## src/rtl/tlc_pkg.sv

```systemverilog
package tlc_pkg;
  // Number of count bytes and default sizing shared by the block
  localparam int unsigned DEF_CNT_BYTES = 3;
  localparam int unsigned DEF_CMDBUF    = 32;
  localparam int unsigned DEF_ZERO_LEN  = 65536;
  localparam logic [7:0]  DEF_CHIP_ID   = 8'h5A;
endpackage

```

## src/rtl/tlc_count_regs.sv

```systemverilog
module tlc_count_regs #(
  parameter int unsigned NB      = 3,
  parameter int unsigned AW      = 2,
  parameter logic [7:0]  CHIP_ID = 8'h5A
) (
  input  logic            clk,
  input  logic            rst,
  input  logic            wr_en,
  input  logic [AW-1:0]   wr_addr,
  input  logic [7:0]      wr_data,
  input  logic            rd_en,
  input  logic [AW-1:0]   rd_addr,
  input  logic            load,
  output logic [8*NB-1:0] shadow_cnt,
  output logic [8*NB-1:0] live_cnt,
  output logic            cnt_wr,
  output logic [7:0]      rd_data
);
  localparam logic [AW-1:0] HI_IDX = AW'(NB-1);
  localparam logic [AW-1:0] NB_IDX = AW'(NB);

  logic [7:0] sh_q   [NB];
  logic [7:0] live_q [NB];
  logic       hi_wr_q;

  assign cnt_wr = wr_en && (wr_addr < NB_IDX);

  for (genvar b = 0; b < NB; b++) begin : g_byte
    always_ff @(posedge clk) begin
      if (rst) begin
        sh_q[b]   <= 8'h00;
        live_q[b] <= 8'h00;
      end else begin
        if (wr_en && wr_addr == AW'(b)) sh_q[b] <= wr_data;
        if (load) live_q[b] <= sh_q[b];
      end
    end
    assign shadow_cnt[8*b +: 8] = sh_q[b];
    assign live_cnt[8*b +: 8]   = live_q[b];
  end

  always_ff @(posedge clk) begin
    if (rst) hi_wr_q <= 1'b0;
    else if (wr_en && wr_addr == HI_IDX) hi_wr_q <= 1'b1;
  end

  always_ff @(posedge clk) begin
    if (rst) begin
      rd_data <= 8'h00;
    end else if (rd_en) begin
      if (rd_addr >= NB_IDX)                      rd_data <= 8'h00;
      else if (rd_addr == HI_IDX && !hi_wr_q)     rd_data <= CHIP_ID;
      else                                        rd_data <= live_q[rd_addr];
    end
  end


  id_read_chk: assert property (@(posedge clk) disable iff (rst)
    rd_en && rd_addr == HI_IDX && !hi_wr_q |=> rd_data == CHIP_ID);


  load_copy_chk: assert property (@(posedge clk) disable iff (rst)
    load |=> live_cnt == $past(shadow_cnt));
endmodule

```

## src/rtl/tlc_len_calc.sv

```systemverilog
module tlc_len_calc #(
  parameter int unsigned CW       = 24,
  parameter int unsigned RW       = 25,
  parameter int unsigned CMDBUF   = 32,
  parameter int unsigned ZERO_LEN = 65536
) (
  input  logic [CW-1:0]        cnt_in,
  input  logic                 cmd_mode,
  input  logic signed [RW-1:0] resid,
  output logic [RW-1:0]        eff_len
);
  logic [RW-1:0] cnt_x;
  logic [RW-1:0] mag;
  logic [RW-1:0] lim;

  always_comb begin
    cnt_x   = (cnt_in == '0) ? RW'(ZERO_LEN) : RW'(cnt_in);
    mag     = resid[RW-1] ? RW'(-resid) : RW'(resid);
    lim     = cmd_mode ? RW'(CMDBUF) : mag;
    eff_len = (cnt_x < lim) ? cnt_x : lim;
  end
endmodule

```

## src/rtl/tlc_down_counter.sv

```systemverilog
module tlc_down_counter #(
  parameter int unsigned RW = 25
) (
  input  logic                 clk,
  input  logic                 rst,
  input  logic                 start,
  input  logic [RW-1:0]        eff_len,
  input  logic signed [RW-1:0] resid_in,
  input  logic                 byte_stb,
  input  logic                 cnt_wr,
  output logic [RW-1:0]        remain,
  output logic                 busy,
  output logic                 tc,
  output logic                 done,
  output logic                 to_device,
  output logic signed [RW-1:0] resid_left
);
  logic term;
  logic step;

  assign step = busy && byte_stb && !start;
  assign term = step && remain == RW'(1);

  always_ff @(posedge clk) begin
    if (rst) begin
      remain     <= '0;
      busy       <= 1'b0;
      tc         <= 1'b0;
      done       <= 1'b0;
      to_device  <= 1'b0;
      resid_left <= '0;
    end else if (start) begin
      remain     <= eff_len;
      busy       <= (eff_len != '0);
      tc         <= (eff_len == '0);
      done       <= (eff_len == '0);
      to_device  <= resid_in[RW-1];
      resid_left <= resid_in;
    end else begin
      done <= term;
      if (step) begin
        remain <= remain - RW'(1);
        if (resid_left[RW-1])        resid_left <= resid_left + RW'(1);
        else if (resid_left != '0)   resid_left <= resid_left - RW'(1);
        if (term) busy <= 1'b0;
      end
      if (term)        tc <= 1'b1;
      else if (cnt_wr) tc <= 1'b0;
    end
  end


  start_load_chk: assert property (@(posedge clk) disable iff (rst)
    start |=> remain == $past(eff_len));


  decrement_chk: assert property (@(posedge clk) disable iff (rst)
    busy && byte_stb && !start |=> remain == $past(remain) - RW'(1));


  idle_hold_chk: assert property (@(posedge clk) disable iff (rst)
    !busy && !start |=> $stable(remain) && $stable(resid_left));


  done_state_chk: assert property (@(posedge clk) disable iff (rst)
    done |-> tc && !busy && remain == '0);


  tc_clear_chk: assert property (@(posedge clk) disable iff (rst)
    cnt_wr && !start && !term |=> !tc);
endmodule

```

## src/rtl/dma_len_counter.sv

```systemverilog
module dma_len_counter
  import tlc_pkg::*;
#(
  parameter int unsigned CNT_BYTES = DEF_CNT_BYTES,
  parameter int unsigned CMDBUF    = DEF_CMDBUF,
  parameter int unsigned ZERO_LEN  = DEF_ZERO_LEN,
  parameter logic [7:0]  CHIP_ID   = DEF_CHIP_ID,
  localparam int unsigned CW = 8 * CNT_BYTES,
  localparam int unsigned RW = CW + 1,
  localparam int unsigned AW = $clog2(CNT_BYTES + 1)
) (
  input  logic                 clk,
  input  logic                 rst,
  input  logic                 wr_en,
  input  logic [AW-1:0]        wr_addr,
  input  logic [7:0]           wr_data,
  input  logic                 rd_en,
  input  logic [AW-1:0]        rd_addr,
  output logic [7:0]           rd_data,
  input  logic                 cmd_valid,
  input  logic                 cmd_dma,
  input  logic                 cmd_xfer,
  input  logic                 cmd_mode,
  input  logic signed [RW-1:0] resid_in,
  input  logic                 byte_stb,
  output logic [RW-1:0]        remain,
  output logic                 busy,
  output logic                 tc,
  output logic                 done,
  output logic                 to_device,
  output logic signed [RW-1:0] resid_left
);
  logic          load;
  logic          start;
  logic          cnt_wr;
  logic [CW-1:0] shadow_cnt;
  logic [CW-1:0] live_cnt;
  logic [CW-1:0] cnt_src;
  logic [RW-1:0] eff_len;

  assign load    = cmd_valid && cmd_dma;
  assign start   = load && cmd_xfer;
  assign cnt_src = load ? shadow_cnt : live_cnt;

  tlc_count_regs #(.NB(CNT_BYTES), .AW(AW), .CHIP_ID(CHIP_ID)) u_regs (
    .clk(clk), .rst(rst),
    .wr_en(wr_en), .wr_addr(wr_addr), .wr_data(wr_data),
    .rd_en(rd_en), .rd_addr(rd_addr), .load(load),
    .shadow_cnt(shadow_cnt), .live_cnt(live_cnt),
    .cnt_wr(cnt_wr), .rd_data(rd_data)
  );

  tlc_len_calc #(.CW(CW), .RW(RW), .CMDBUF(CMDBUF), .ZERO_LEN(ZERO_LEN)) u_len (
    .cnt_in(cnt_src), .cmd_mode(cmd_mode), .resid(resid_in), .eff_len(eff_len)
  );

  tlc_down_counter #(.RW(RW)) u_cnt (
    .clk(clk), .rst(rst),
    .start(start), .eff_len(eff_len), .resid_in(resid_in),
    .byte_stb(byte_stb), .cnt_wr(cnt_wr),
    .remain(remain), .busy(busy), .tc(tc), .done(done),
    .to_device(to_device), .resid_left(resid_left)
  );


  no_start_chk: assert property (@(posedge clk) disable iff (rst)
    cmd_valid && cmd_xfer && !cmd_dma && !busy |=> !busy && remain == $past(remain));
endmodule

```

## config.mk

```make
export PLATFORM = sky130hd
export DESIGN_NAME = dma_len_counter
export DESIGN_NICKNAME = d
export VERILOG_FILES = /design/src/rtl/tlc_pkg.sv /design/src/rtl/tlc_count_regs.sv /design/src/rtl/tlc_len_calc.sv /design/src/rtl/tlc_down_counter.sv /design/src/rtl/dma_len_counter.sv
export SDC_FILE = /design/constraint.sdc
export NUM_CORES = 1
export LEC_CHECK = 0
export ABC_AREA = 1
export BUFFER_PORTS_ARGS = -buffer_cell sky130_fd_sc_hd__buf_4
export CAP_MARGIN = 10
export CORE_MARGIN = 3
export CORE_UTILIZATION = 62
export DETAILED_ROUTE_END_ITERATION = 8
export GPL_ROUTABILITY_DRIVEN = 1
export GPL_TIMING_DRIVEN = 0
export PLACE_DENSITY_LB_ADDON = 0.2
export SLEW_MARGIN = 20
export SYNTH_ARGS = -nofsm -noshare
export SYNTH_HDL_FRONTEND = slang
export SYNTH_SLANG_ARGS = --single-unit
export TNS_END_PERCENT = 50
```

## constraint.sdc

```tcl
create_clock -name clk -period 4.76 [get_ports clk]
set_input_delay 0.476 -clock clk [delete_from_list [all_inputs] [get_ports clk]]
set_output_delay 0.476 -clock clk [all_outputs]
set_load 0.02 [all_outputs]
```

==> PnR_summary.wiki, run 1 <==
{| class="wikitable"
! Metric !! Value
|-
| Status || complete, no violations
|-
| Clock Skew || 10.02 ps
|-
| Register-to-Register Setup Slack || 1260 ps
|-
| Via count of the first global-routing pass || 8541
|-
| Max Slew Vio Count || 0
|-
| Number of distinct library cells after synthesis || 46
|-
| Critical R2R Capture || u_cnt.tc$_SDFFE_PP0P_
|-
| Area of the core || 12880 sq um
|-
| First-pass GRT wire length || 42880 microns
|-
| Cell Area, Synth || 8359 sq um
|-
| Residual overflow from global routing || 0
|-
| Hold Crit Endpoint || u_regs.sh_q[0][0]$_SDFFCE_PN0P_
|-
| Kind of critical path || in -> reg
|-
| Post-Syn Nets || 1378
|-
| Dpl hpwl || 21250 microns
|-
| Data arrival at the endpoint of the critical path || 4270 ps
|-
| EDFF count, synth || 48
|-
| Hold path startpoint || wr_data[0]
|-
| Peak supply drop || 0.0002739 V
|-
| Max Clk Rate || 0.2494 GHz
|-
| Leakage power of the design || 4.650 nW
|-
| GP Congestion || 0.9971
|-
| Endpoints failing setup || 0
|-
| Worst Reg-to-Reg Cells || 25
|-
| Final period util || 84.23%
|-
| Commonest cells after routing, fill and taps aside || 285 x nand2_1, 215 x nor2_1, 179 x inv_1
|-
| Post-CTS Hold Buffers || 0
|-
| Initial Util || 64.92%
|-
| Category of the worst setup path launch point || input port
|-
| Gate Count Post-Synth || 1304
|-
| Commonest non-fill, non-tap cell in the layout || nand2_1
|-
| Number of cells on the worst hold path || 3
|-
| Die Area || 14910 sq um
|-
| Initial antenna violation count || 0
|-
| Sinks on Clock Net || 111
|-
| Iteration-0 DRC count of the detailed router || 1130
|-
| Residual DRC || 0
|-
| Post-placement cell area || 9363 sq um
|-
| Reg-to-reg critical path startpoint || u_regs.live_q[0][1]$_SDFFCE_PN0P_
|-
| Setup TNS || 0 ps
|-
| Relative area change from synthesis to final layout || 15.85%
|-
| Pin count of the biggest net entering global routing || 25
|-
| Row Count || 41
|-
| Prevailing post-synth register cell || dfxtp_1
|-
| Unrepaired setup endpoints after global routing || no
|-
| Total number of vias || 9502
|-
| Clock-pin slew on the worst setup and hold paths || 90 ps
|-
| Share of async-settable or async-resettable flops after synthesis || 0%
|-
| Final ANT Viol Nets || 0
|-
| Post-synthesis sequential area ratio || 32.33%
|-
| Overall die width || 122.1 microns
|-
| Chip Height || 122.1 microns
|-
| Maximum Capacitance Violations || 0
|-
| # H-tree levels || 3
|-
| Avg WL per Cell || 17.32 microns
|-
| Placement Setup Slack || 489.2 ps
|-
| Post-synthesis register bit count || 111
|-
| Total routing usage reported by global routing || 37.07%
|-
| Root buffer cell || clkbuf_16
|-
| Warnings from Yosys || 0
|-
| Minimum clock period || 4010 ps
|-
| Critical path required time || 5020 ps
|-
| Post-CTS setup buffer count || 0
|-
| Remaining max-slew budget at the tightest pin || 35.35%
|-
| Final hold viol count || 0
|-
| Number of nets at the end of the flow || 1494
|-
| Router iterations before antenna repair || 6
|-
| CTS tree || yes
|-
| Setup crit end kind || register
|-
| Maximum fanout along the worst path || 10
|-
| Clock buffers created by TritonCTS || 9
|-
| Port Buf Inserts || 105
|-
| Drt via density || 5.946
|-
| Final total power || 2.992 mW
|-
| Fillers || 1107
|-
| PnR worst setup slack || 750.5 ps
|-
| Max clock buf depth || 2
|-
| Drt total wl || 27680 microns
|-
| Ratio of total power to cell area || 309.0 nW/um^2
|-
| Worst hold path type || in -> reg
|-
| Fraction of layout instances using a drive strength above 1 || 10.39%
|-
| Actual slew at the worst max-slew pin || 967.4 ps
|-
| Avg Synthesized Cell Area || 6.410 sq um
|-
| Top-level port count || 108
|-
| Final Cell Area || 9684 sq um
|-
| Resize count post-CTS || 0
|-
| Clock latency on the worst-skew pair || 370 ps
|}
==> how the worst max path moves through the flow <==
stage,cells past startpoint,startpoint,slack [ps],to
finish,26,resid_in[1],750,u_cnt.tc$_SDFFE_PP0P_
global placement,27,resid_in[0],550,u_cnt.tc$_SDFFE_PP0P_
floorplan,25,resid_in[1],1520,u_cnt.busy$_SDFFE_PP0P_
CTS,27,resid_in[1],850,u_cnt.tc$_SDFFE_PP0P_
global route,27,resid_in[1],430,u_cnt.tc$_SDFFE_PP0P_
detailed placement,26,resid_in[1],490,u_cnt.tc$_SDFFE_PP0P_
==> metrics by stage <==
step | hold slack [ps] | std cells | utilization, %
after global placement | 454.8 | 1581 | 72.71
after floorplan | 428.6 | 1304 | -
after global routing | 423.5 | 1597 | 75.19
after detailed placement | 459.7 | 1581 | 72.71
final | 424.3 | 1598 | 75.21
after CTS | 416.1 | 1597 | 75.19
==> where the power goes <==
part           switching [mW]  total, mW  internal (mW)
clock network           0.434      0.824          0.390
logic                   0.692       1.04          0.350
registers              0.0655       1.13           1.06
==> synthesized netlist by cell type, types with 2 or more instances <==
| cell type | n | area, sq um |
|---|---|---|
| o22ai_1 | 4 | 25.02 |
| nor2_2 | 3 | 18.77 |
| a21oi_1 | 85 | 425.4 |
| nand2_2 | 3 | 18.77 |
| inv_1 | 179 | 671.9 |
| nand2_1 | 285 | 1070 |
| buf_1 | 3 | 11.26 |
| a31oi_1 | 4 | 25.02 |
| edfxtp_1 | 48 | 1441 |
| nor4_1 | 6 | 37.54 |
| xnor2_1 | 5 | 43.79 |
| nand3_1 | 83 | 415.4 |
| nor2_1 | 215 | 807.0 |
| o211ai_1 | 18 | 135.1 |
| nor3_1 | 38 | 190.2 |
| o2111ai_1 | 2 | 17.52 |
| a211oi_1 | 4 | 30.03 |
| o221ai_1 | 8 | 70.07 |
| buf_6 | 2 | 22.52 |
| a41oi_1 | 4 | 35.03 |
| nor3_2 | 2 | 20.02 |
| xor2_1 | 28 | 245.2 |
| buf_2 | 8 | 40.04 |
| o21ai_0 | 92 | 460.4 |
| dfxtp_1 | 63 | 1261 |
| ha_1 | 28 | 350.3 |
| o21ai_1 | 3 | 15.01 |
| a221oi_1 | 3 | 26.28 |
| clkinv_1 | 3 | 11.26 |
| o21a_1 | 2 | 15.01 |
| or3_1 | 2 | 12.51 |
| a311oi_1 | 2 | 17.52 |
| clkbuf_1 | 34 | 127.6 |
| buf_4 | 4 | 30.03 |
| nand4_1 | 20 | 125.1 |
==> state kept, by name, indices dropped and copies added (netlist names) <==
| signal | cells |
|---|---|
| u_cnt.busy | 1 |
| u_cnt.resid_left | 25 |
| u_cnt.to_device | 1 |
| u_cnt.done | 1 |
| u_regs.sh_q | 24 |
| u_cnt.remain | 25 |
| u_regs.live_q | 24 |
| u_cnt.tc | 1 |
| u_regs.rd_data | 8 |
| u_regs.hi_wr_q | 1 |
==> per-layer routing <==
metal,vias to the layer above,routed length (microns),track usage (%)
li1,4505,-,-
met1,4306,11200,48.19
met2,593,12230,57.63
met3,98,3154,11.19
met4,0,1105,15.40
met5,-,0,0
==> worst max-delay path: stages <==
cell and delay [ps]:
buf_4 120, inv_1 110, ha_1 240, nand2_2 120
nor2_4 180, nand3_1 140, o21ai_1 310, a21oi_1 120
nor2_1 230, inv_1 70, ha_1 300, a21oi_1 150
o21ai_0 110, a21oi_1 150, nand2_1 100, nand2_2 120
buf_2 270, nand3_1 110, nand2_1 170, nor2_1 70
nand2_1 80, nor2_1 50, nand3_1 120, nand2_1 60
nand2_1 180, nand2_1 90
==> layout make-up <==
cell class	count	area [sq um]	share of cell area, %
Clock inverter	7	93.84	0.9690
Multi-Input combinational cell	959	4738	48.93
Timing Repair Buffer	105	788.3	8.140
Inverter	183	686.9	7.093
Tap cell	172	215.2	2.222
Antenna cell	1	2.502	0.02584
Buffer	51	231.5	2.390
Clock buffer	9	225.2	2.326
Sequential cell	111	2703	27.91
==> logic make-up after synthesis <==
logic type / after synthesis / share of synthesized area, %
AO/OA/AOI/OAI: 235 / 15.93
XOR/XNOR: 33 / 3.458
adder cells (fa/ha/maj): 28 / 4.191
buffers and inverters: 234 / 10.99
flip-flops: 111 / 32.33
AND/OR/NAND/NOR: 663 / 33.11
(Power assumes the default switching activity.)
==> inputs of run 2 (changes only) <==
--- a/config.mk
+++ b/config.mk
@@ -9,7 +9,7 @@
 export BUFFER_PORTS_ARGS = -buffer_cell sky130_fd_sc_hd__buf_4
 export CAP_MARGIN = 10
 export CORE_MARGIN = 3
-export CORE_UTILIZATION = 62
+export CORE_UTILIZATION = 59
 export DETAILED_ROUTE_END_ITERATION = 8
 export GPL_ROUTABILITY_DRIVEN = 1
 export GPL_TIMING_DRIVEN = 0
==> constraint.sdc (replaced) <==
create_clock -name clk -period 3.7 [get_ports clk]
set_input_delay 0.37 -clock clk [delete_from_list [all_inputs] [get_ports clk]]
set_output_delay 0.37 -clock clk [all_outputs]
set_load 0.02 [all_outputs]
==> PnR_summary.wiki, run 2 (synthesis gave the netlist of run 1 again) <==
{| class="wikitable"
! Metric !! Value
|-
| Maximum fanout along the worst path || 8 (-2)
|-
| Data arrival at the endpoint of the critical path || 3770 ps (-500 ps)
|-
| First-pass GRT wire length || 43580 microns (+1.6%)
|-
| Drt total wl || 27490 microns (-0.70%)
|-
| Minimum clock period || 3514 ps
|-
| Commonest non-fill, non-tap cell in the layout || nand2_1
|-
| Critical path required time || 3960 ps (-1060 ps)
|-
| Max Slew Vio Count || 0 (unchanged)
|-
| Clock Skew || 13.09 ps (+3.073 ps)
|-
| Antenna cells || 0 (-1)
|-
| Clock latency on the worst-skew pair || 370 ps (about the same)
|-
| Fillers || 1223 (+10%)
|-
| Clock buffers created by TritonCTS || 9 (unchanged)
|-
| Number of nets at the end of the flow || 1501 (+0.47%)
|-
| Initial antenna violation count || 0 (unchanged)
|-
| Top-level port count || 108 (unchanged)
|-
| Router iterations before antenna repair || 6 (unchanged)
|-
| Max clock buf depth || 2 (unchanged)
|-
| Initial Util || 61.66% (-3.3 points)
|-
| Iteration-0 DRC count of the detailed router || 1166 (+3.2%)
|-
| Maximum Capacitance Violations || 0 (unchanged)
|-
| Pin count of the biggest net entering global routing || 25 (unchanged)
|-
| Worst path slowest cell || o21ai_1
|-
| Post-CTS Hold Buffers || 0 (unchanged)
|-
| Ratio of total power to cell area || 392.6 nW/um^2 (+27%)
|-
| CTS tree || yes
|-
| Peak supply drop || 0.0003267 V (+19%)
|-
| Total routing usage reported by global routing || 34.22% (-2.9 points)
|-
| Final ANT Viol Nets || 0 (unchanged)
|-
| Setup crit end kind || register
|-
| CP most frequent cell || nand2_1
|-
| Max Clk Rate || 0.2846 GHz
|-
| Residual overflow from global routing || 0 (unchanged)
|-
| Worst hold path type || in -> reg
|-
| Overall die width || 125.0 microns (+2.4%)
|-
| Sinks on Clock Net || 111 (unchanged)
|-
| Final period util || 94.97%
|-
| Fraction of layout instances using a drive strength above 1 || 12.15% (+1.8 points)
|-
| Clock-pin slew on the worst setup and hold paths || 80 ps (about the same)
|-
| GP Congestion || 1.019 (+2.2%)
|-
| Leakage power of the design || 4.693 nW (+0.92%)
|-
| Root buffer cell || clkbuf_16
|-
| Chip Height || 125.0 microns (+2.4%)
|-
| Placement Setup Slack || -509.1 ps (-998.4 ps)
|-
| Relative area change from synthesis to final layout || 17.36%
|-
| Kind of critical path || in -> reg
|-
| Dpl hpwl || 21390 microns (+0.68%)
|-
| Status || complete, no violations
|-
| Via count of the first global-routing pass || 8652 (+1.3%)
|-
| Die Area || 15630 sq um (+4.8%)
|-
| Largest registers in the final layout || u_cnt.remain: 25 flops, u_cnt.resid_left: 25 flops
|-
| Total number of vias || 9484 (-0.19%)
|-
| Avg WL per Cell || 17.10 microns (-1.3%)
|-
| Residual DRC || 0 (unchanged)
|-
| Port Buf Inserts || 105 (unchanged)
|-
| Endpoints failing setup || 0 (unchanged)
|-
| Category of the worst setup path launch point || input port
|-
| Commonest cells after routing, fill and taps aside || 282 x nand2_1, 212 x nor2_1, 177 x inv_1
|-
| Final hold viol count || 0 (unchanged)
|-
| Drt via density || 5.898 (-0.81%)
|-
| PnR worst setup slack || 186.0 ps (-564.5 ps)
|-
| Area of the core || 13560 sq um (+5.3%)
|-
| Max incr delay on CP || 330 ps (+20 ps)
|-
| Final Cell Area || 9811 sq um (+1.3%)
|-
| Remaining max-slew budget at the tightest pin || 30.46% (-4.9 points)
|-
| # H-tree levels || 3 (unchanged)
|-
| Actual slew at the worst max-slew pin || 1041 ps (+73.25 ps)
|-
| Post-placement cell area || 9368 sq um (about the same)
|-
| Row Count || 42 (+2.4%)
|}
## run 2: critical path, delay by kind of cell
family	cells	cell delay [ps]
AOI/OAI and AO/OA	1	330
adders and majority gates	1	300
and+or+nand+nor	21	2270
buffers and inverters	5	510
## run 2: final timing paths
path,cells after the start,slack [ps],end,from
setup / recovery,28,190,u_cnt.tc$_SDFFE_PP0P_,resid_in[4]
hold / removal,3,300,u_cnt.remain[18]$_SDFFE_PP0P_,rst
setup reg to reg,25,190,u_cnt.tc$_SDFFE_PP0P_,u_regs.live_q[0][6]$_SDFFCE_PN0P_
hold reg to reg,2,470,u_regs.rd_data[1]$_SDFFE_PP0P_,u_regs.rd_data[1]$_SDFFE_PP0P_
## run 2: layout make-up
| class | instances | area [sq um] | area share, % |
|---|---|---|---|
| clock inverters | 7 | 83.83 | 0.8545 |
| repair buffers | 112 | 840.8 | 8.570 |
| plain buffers | 51 | 237.7 | 2.423 |
| clock buffers | 9 | 225.2 | 2.296 |
| flip-flops and latches | 111 | 2703 | 27.55 |
| multi-input cells | 959 | 4806 | 48.99 |
| inverters | 183 | 694.4 | 7.078 |
| well taps | 176 | 220.2 | 2.245 |
## run 2: stage by stage
stage          hold slack (ps)  cells  power (mW)  utilization (%)  TNS (ps)
2_1_floorplan            428.6   1304       2.345                -         0
3_5_place_dp             456.7   1585       2.765            69.09     -1786
5_1_grt                  340.5   1608       4.048            72.36    -5.983
3_3_place_gp             456.9   1585       2.736            69.09     -1202
4_1_cts                  292.3   1601       3.795            71.47         0
6_report                 303.7   1608       3.852            72.36         0
## run 2: layer usage
metal / global-route usage (%) / wire, microns / vias to the layer above
met5: 0 / 0 / -
met4: 11.67 / 826 / 0
met3: 9.552 / 3291 / 75
met2: 52.36 / 12050 / 564
met1: 46.82 / 11320 / 4317
li1: - / - / 4528
## run 2: report_power, final
| group | internal (mW) | switching, mW |
|---|---|---|
| clock | 0.541 | 0.505 |
| sequential | 1.37 | 0.0856 |
| combinational | 0.462 | 0.893 |
## run 2: what timing repair did
item	in CTS	in global routing
buffers inserted	0	7
setup endpoints to repair	3	4
resized for setup	5	24
pin swaps	0	5
==> inputs of run 3 (changes only) <==
--- a/config.mk
+++ b/config.mk
@@ -9,11 +9,12 @@
 export BUFFER_PORTS_ARGS = -buffer_cell sky130_fd_sc_hd__buf_4
 export CAP_MARGIN = 10
 export CORE_MARGIN = 3
-export CORE_UTILIZATION = 59
+export CORE_UTILIZATION = 64
 export DETAILED_ROUTE_END_ITERATION = 8
 export GPL_ROUTABILITY_DRIVEN = 1
 export GPL_TIMING_DRIVEN = 0
 export PLACE_DENSITY_LB_ADDON = 0.2
+export REMOVE_ABC_BUFFERS = 1
 export SLEW_MARGIN = 20
 export SYNTH_ARGS = -nofsm -noshare
 export SYNTH_HDL_FRONTEND = slang
==> constraint.sdc (replaced) <==
create_clock -name clk -period 4.3 [get_ports clk]
set_input_delay 0.43 -clock clk [delete_from_list [all_inputs] [get_ports clk]]
set_output_delay 0.43 -clock clk [all_outputs]
set_load 0.02 [all_outputs]
==> PnR_summary.wiki, run 3 (synthesis gave the netlist of run 1 again) <==
{| class="wikitable"
! Metric !! Value
|-
| Status || complete, no violations
|-
| Post-CTS setup buffer count || 0 (unchanged)
|-
| Chip Height || 120.3 microns (-3.8%)
|-
| Drt via density || 5.848 (-0.85%)
|-
| Drt total wl || 24230 microns (-12%)
|-
| Final period util || 92.91%
|-
| Die Area || 14470 sq um (-7.4%)
|-
| First-pass GRT wire length || 39340 microns (-9.7%)
|-
| Setup TNS || 0 ps (unchanged)
|-
| Worst hold path type || in -> reg
|-
| Register share of total power || 38.9% (+1.2 points)
|-
| Area of the core || 12670 sq um (-6.5%)
|-
| Via count of the first global-routing pass || 8013 (-7.4%)
|-
| # H-tree levels || 3 (unchanged)
|-
| Avg WL per Cell || 15.64 microns (-8.5%)
|-
| Max Clk Rate || 0.2503 GHz
|-
| Final total power || 3.241 mW (-16%)
|-
| Residual DRC || 0 (unchanged)
|-
| Leakage power of the design || 4.593 nW (-2.1%)
|-
| Routed wire length on met3 || 2213 microns (-33%)
|-
| Clock latency on the worst-skew pair || 370 ps (about the same)
|-
| Relative area change from synthesis to final layout || 14.14%
|-
| Ratio of total power to cell area || 339.6 nW/um^2 (-13%)
|-
| Clock-pin slew on the worst setup and hold paths || 90 ps (about the same)
|-
| Clock Skew || 12.19 ps (-0.9071 ps)
|-
| Clk pwr share || 28.0% (+0.8 points)
|-
| Fraction of layout instances using a drive strength above 1 || 10.17% (-2.0 points)
|-
| Root buffer cell || clkbuf_16
|-
| Antenna cells || 0 (unchanged)
|-
| Row Count || 41 (-2.4%)
|-
| Commonest cells after routing, fill and taps aside || 284 x nand2_1, 215 x nor2_1, 179 x inv_1
|-
| Maximum fanout along the worst path || 26 (+18)
|-
| Actual slew at the worst max-slew pin || 1092 ps (+51.09 ps)
|-
| CTS tree || yes
|-
| Wire length on met1 || 9740 microns (-14%)
|-
| Maximum Capacitance Violations || 0 (unchanged)
|-
| Top-level port count || 108 (unchanged)
|-
| Number of nets at the end of the flow || 1446 (-3.7%)
|-
| GP Congestion || 0.9529 (-6.5%)
|-
| Overall die width || 120.3 microns (-3.8%)
|-
| Port Buf Inserts || 107 (+1.9%)
|-
| Critical path required time || 4530 ps (+570 ps)
|-
| Total number of vias || 9058 (-4.5%)
|-
| Sinks on Clock Net || 111 (unchanged)
|-
| Switching power total || 1.267 mW (-15%)
|-
| Data arrival at the endpoint of the critical path || 4220 ps (+450 ps)
|-
| Highest routing layer actually used || met5
|-
| Final ANT Viol Nets || 0 (unchanged)
|-
| Combinational group share of total power || 33.1% (-2.1 points)
|-
| Initial Util || 65.97% (+4.3 points)
|-
| Final hold viol count || 0 (unchanged)
|-
| Initial antenna violation count || 1 (+1)
|-
| Iteration-0 DRC count of the detailed router || 1165 (-0.086%)
|-
| Endpoints failing setup || 0 (unchanged)
|-
| Commonest non-fill, non-tap cell in the layout || nand2_1
|-
| Clock buffers created by TritonCTS || 9 (unchanged)
|-
| Largest registers in the final layout || u_cnt.remain: 25 flops, u_cnt.resid_left: 25 flops
|-
| Max clock buf depth || 2 (unchanged)
|-
| Pin count of the biggest net entering global routing || 81 (+220%)
|-
| Residual overflow from global routing || 0 (unchanged)
|-
| Cell Int Power || 1.973 mW (-17%)
|-
| Total routing usage reported by global routing || 33.62% (-0.60 points)
|-
| Unrepaired setup endpoints after global routing || no
|-
| Minimum clock period || 3995 ps
|-
| Setup crit end kind || register
|-
| Kind of critical path || in -> reg
|-
| Switching share of power || 39.11% (+0.60 points)
|-
| Max Slew Vio Count || 0 (unchanged)
|-
| Remaining max-slew budget at the tightest pin || 26.77% (-3.7 points)
|-
| Category of the worst setup path launch point || input port
|-
| Dpl hpwl || 17920 microns (-16%)
|-
| Router iterations before antenna repair || 8 (+2)
|-
| Peak supply drop || 0.0003085 V (-5.6%)
|-
| Wire length on met2 || 11570 microns (-4.0%)
|-
| Min Hold Slack || 369.2 ps (+65.47 ps)
|}
## run 3: through the flow
stage	area [sq um]	util, %	instances	setup WS (ps)
after floorplan	8128	-	1253	-590.6
after global placement	9146	72.18	1532	-3135
after detailed placement	9193	72.55	1533	-580.0
after CTS	9520	75.14	1549	146.8
after global routing	9542	75.30	1549	20.04
final	9542	75.30	1549	304.8
## run 3: power by group through the flow
stage	clock network, mW	logic [mW]	registers [mW]
CTS	0.910	1.04	1.26
detailed placement	0	1.04	1.28
global route	0.952	1.20	1.27
floorplan	0	0.663	1.31
global placement	0	1.01	1.28
finish	0.907	1.07	1.26
## run 3: critical path, cell delays in order
cell and delay (ps):
buf_4 120, inv_1 110, ha_1 240, nand2_2 120
nor2_4 170, nand3_1 130, o21ai_1 290, a21oi_1 120
nor2_1 250, inv_1 80, ha_1 290, a21oi_1 140
o21ai_0 100, a21oi_1 160, nand2_1 130, nand2_4 270
nand2_8 180, nand2_1 110, nand2_1 140, nor2_1 140
nand2_1 50, nor2_1 130, nand3_1 150, nand2_1 90
a21oi_1 80
## run 3: timing repair
| action | 4_1_cts | 5_1_grt |
|---|---|---|
| cloned | 0 | 0 |
| gates resized for setup | 2 | 5 |
| endpoints found under the setup margin | 3 | 4 |
| hold buffers | 0 | 0 |
| hold endpoints to repair | 0 | 0 |
## run 3: final timing paths
kind                            cells past startpoint                          endpoint  slack, ps                             from
worst max-delay path                               25           u_cnt.busy$_SDFFE_PP0P_        300                      resid_in[0]
worst min-delay path                                3  u_cnt.resid_left[0]$_SDFFE_PP0P_        370                      resid_in[0]
worst max register to register                     21             u_cnt.tc$_SDFFE_PP0P_        720  u_regs.sh_q[2][4]$_SDFFCE_PN0P_
worst min register to register                      2    u_regs.rd_data[0]$_SDFFE_PP0P_        470   u_regs.rd_data[0]$_SDFFE_PP0P_
## run 3: layout make-up
cell class | count | area, sq um
clock buffers | 9 | 225.2
clock inverters | 7 | 96.34
fillers | 1037 | 3129
inverters | 183 | 688.2
multi-input cells | 959 | 4783
flip-flops and latches | 111 | 2703
well taps | 172 | 215.2
repair buffers | 108 | 830.8
## run 3: routing by layer
| layer | global-route usage (%) | up-vias |
|---|---|---|
| met4 | 11.90 | 2 |
| met5 | 0 | - |
| met3 | 5.051 | 51 |
| met1 | 45.25 | 4111 |
| met2 | 55.43 | 488 |
| li1 | - | 4406 |
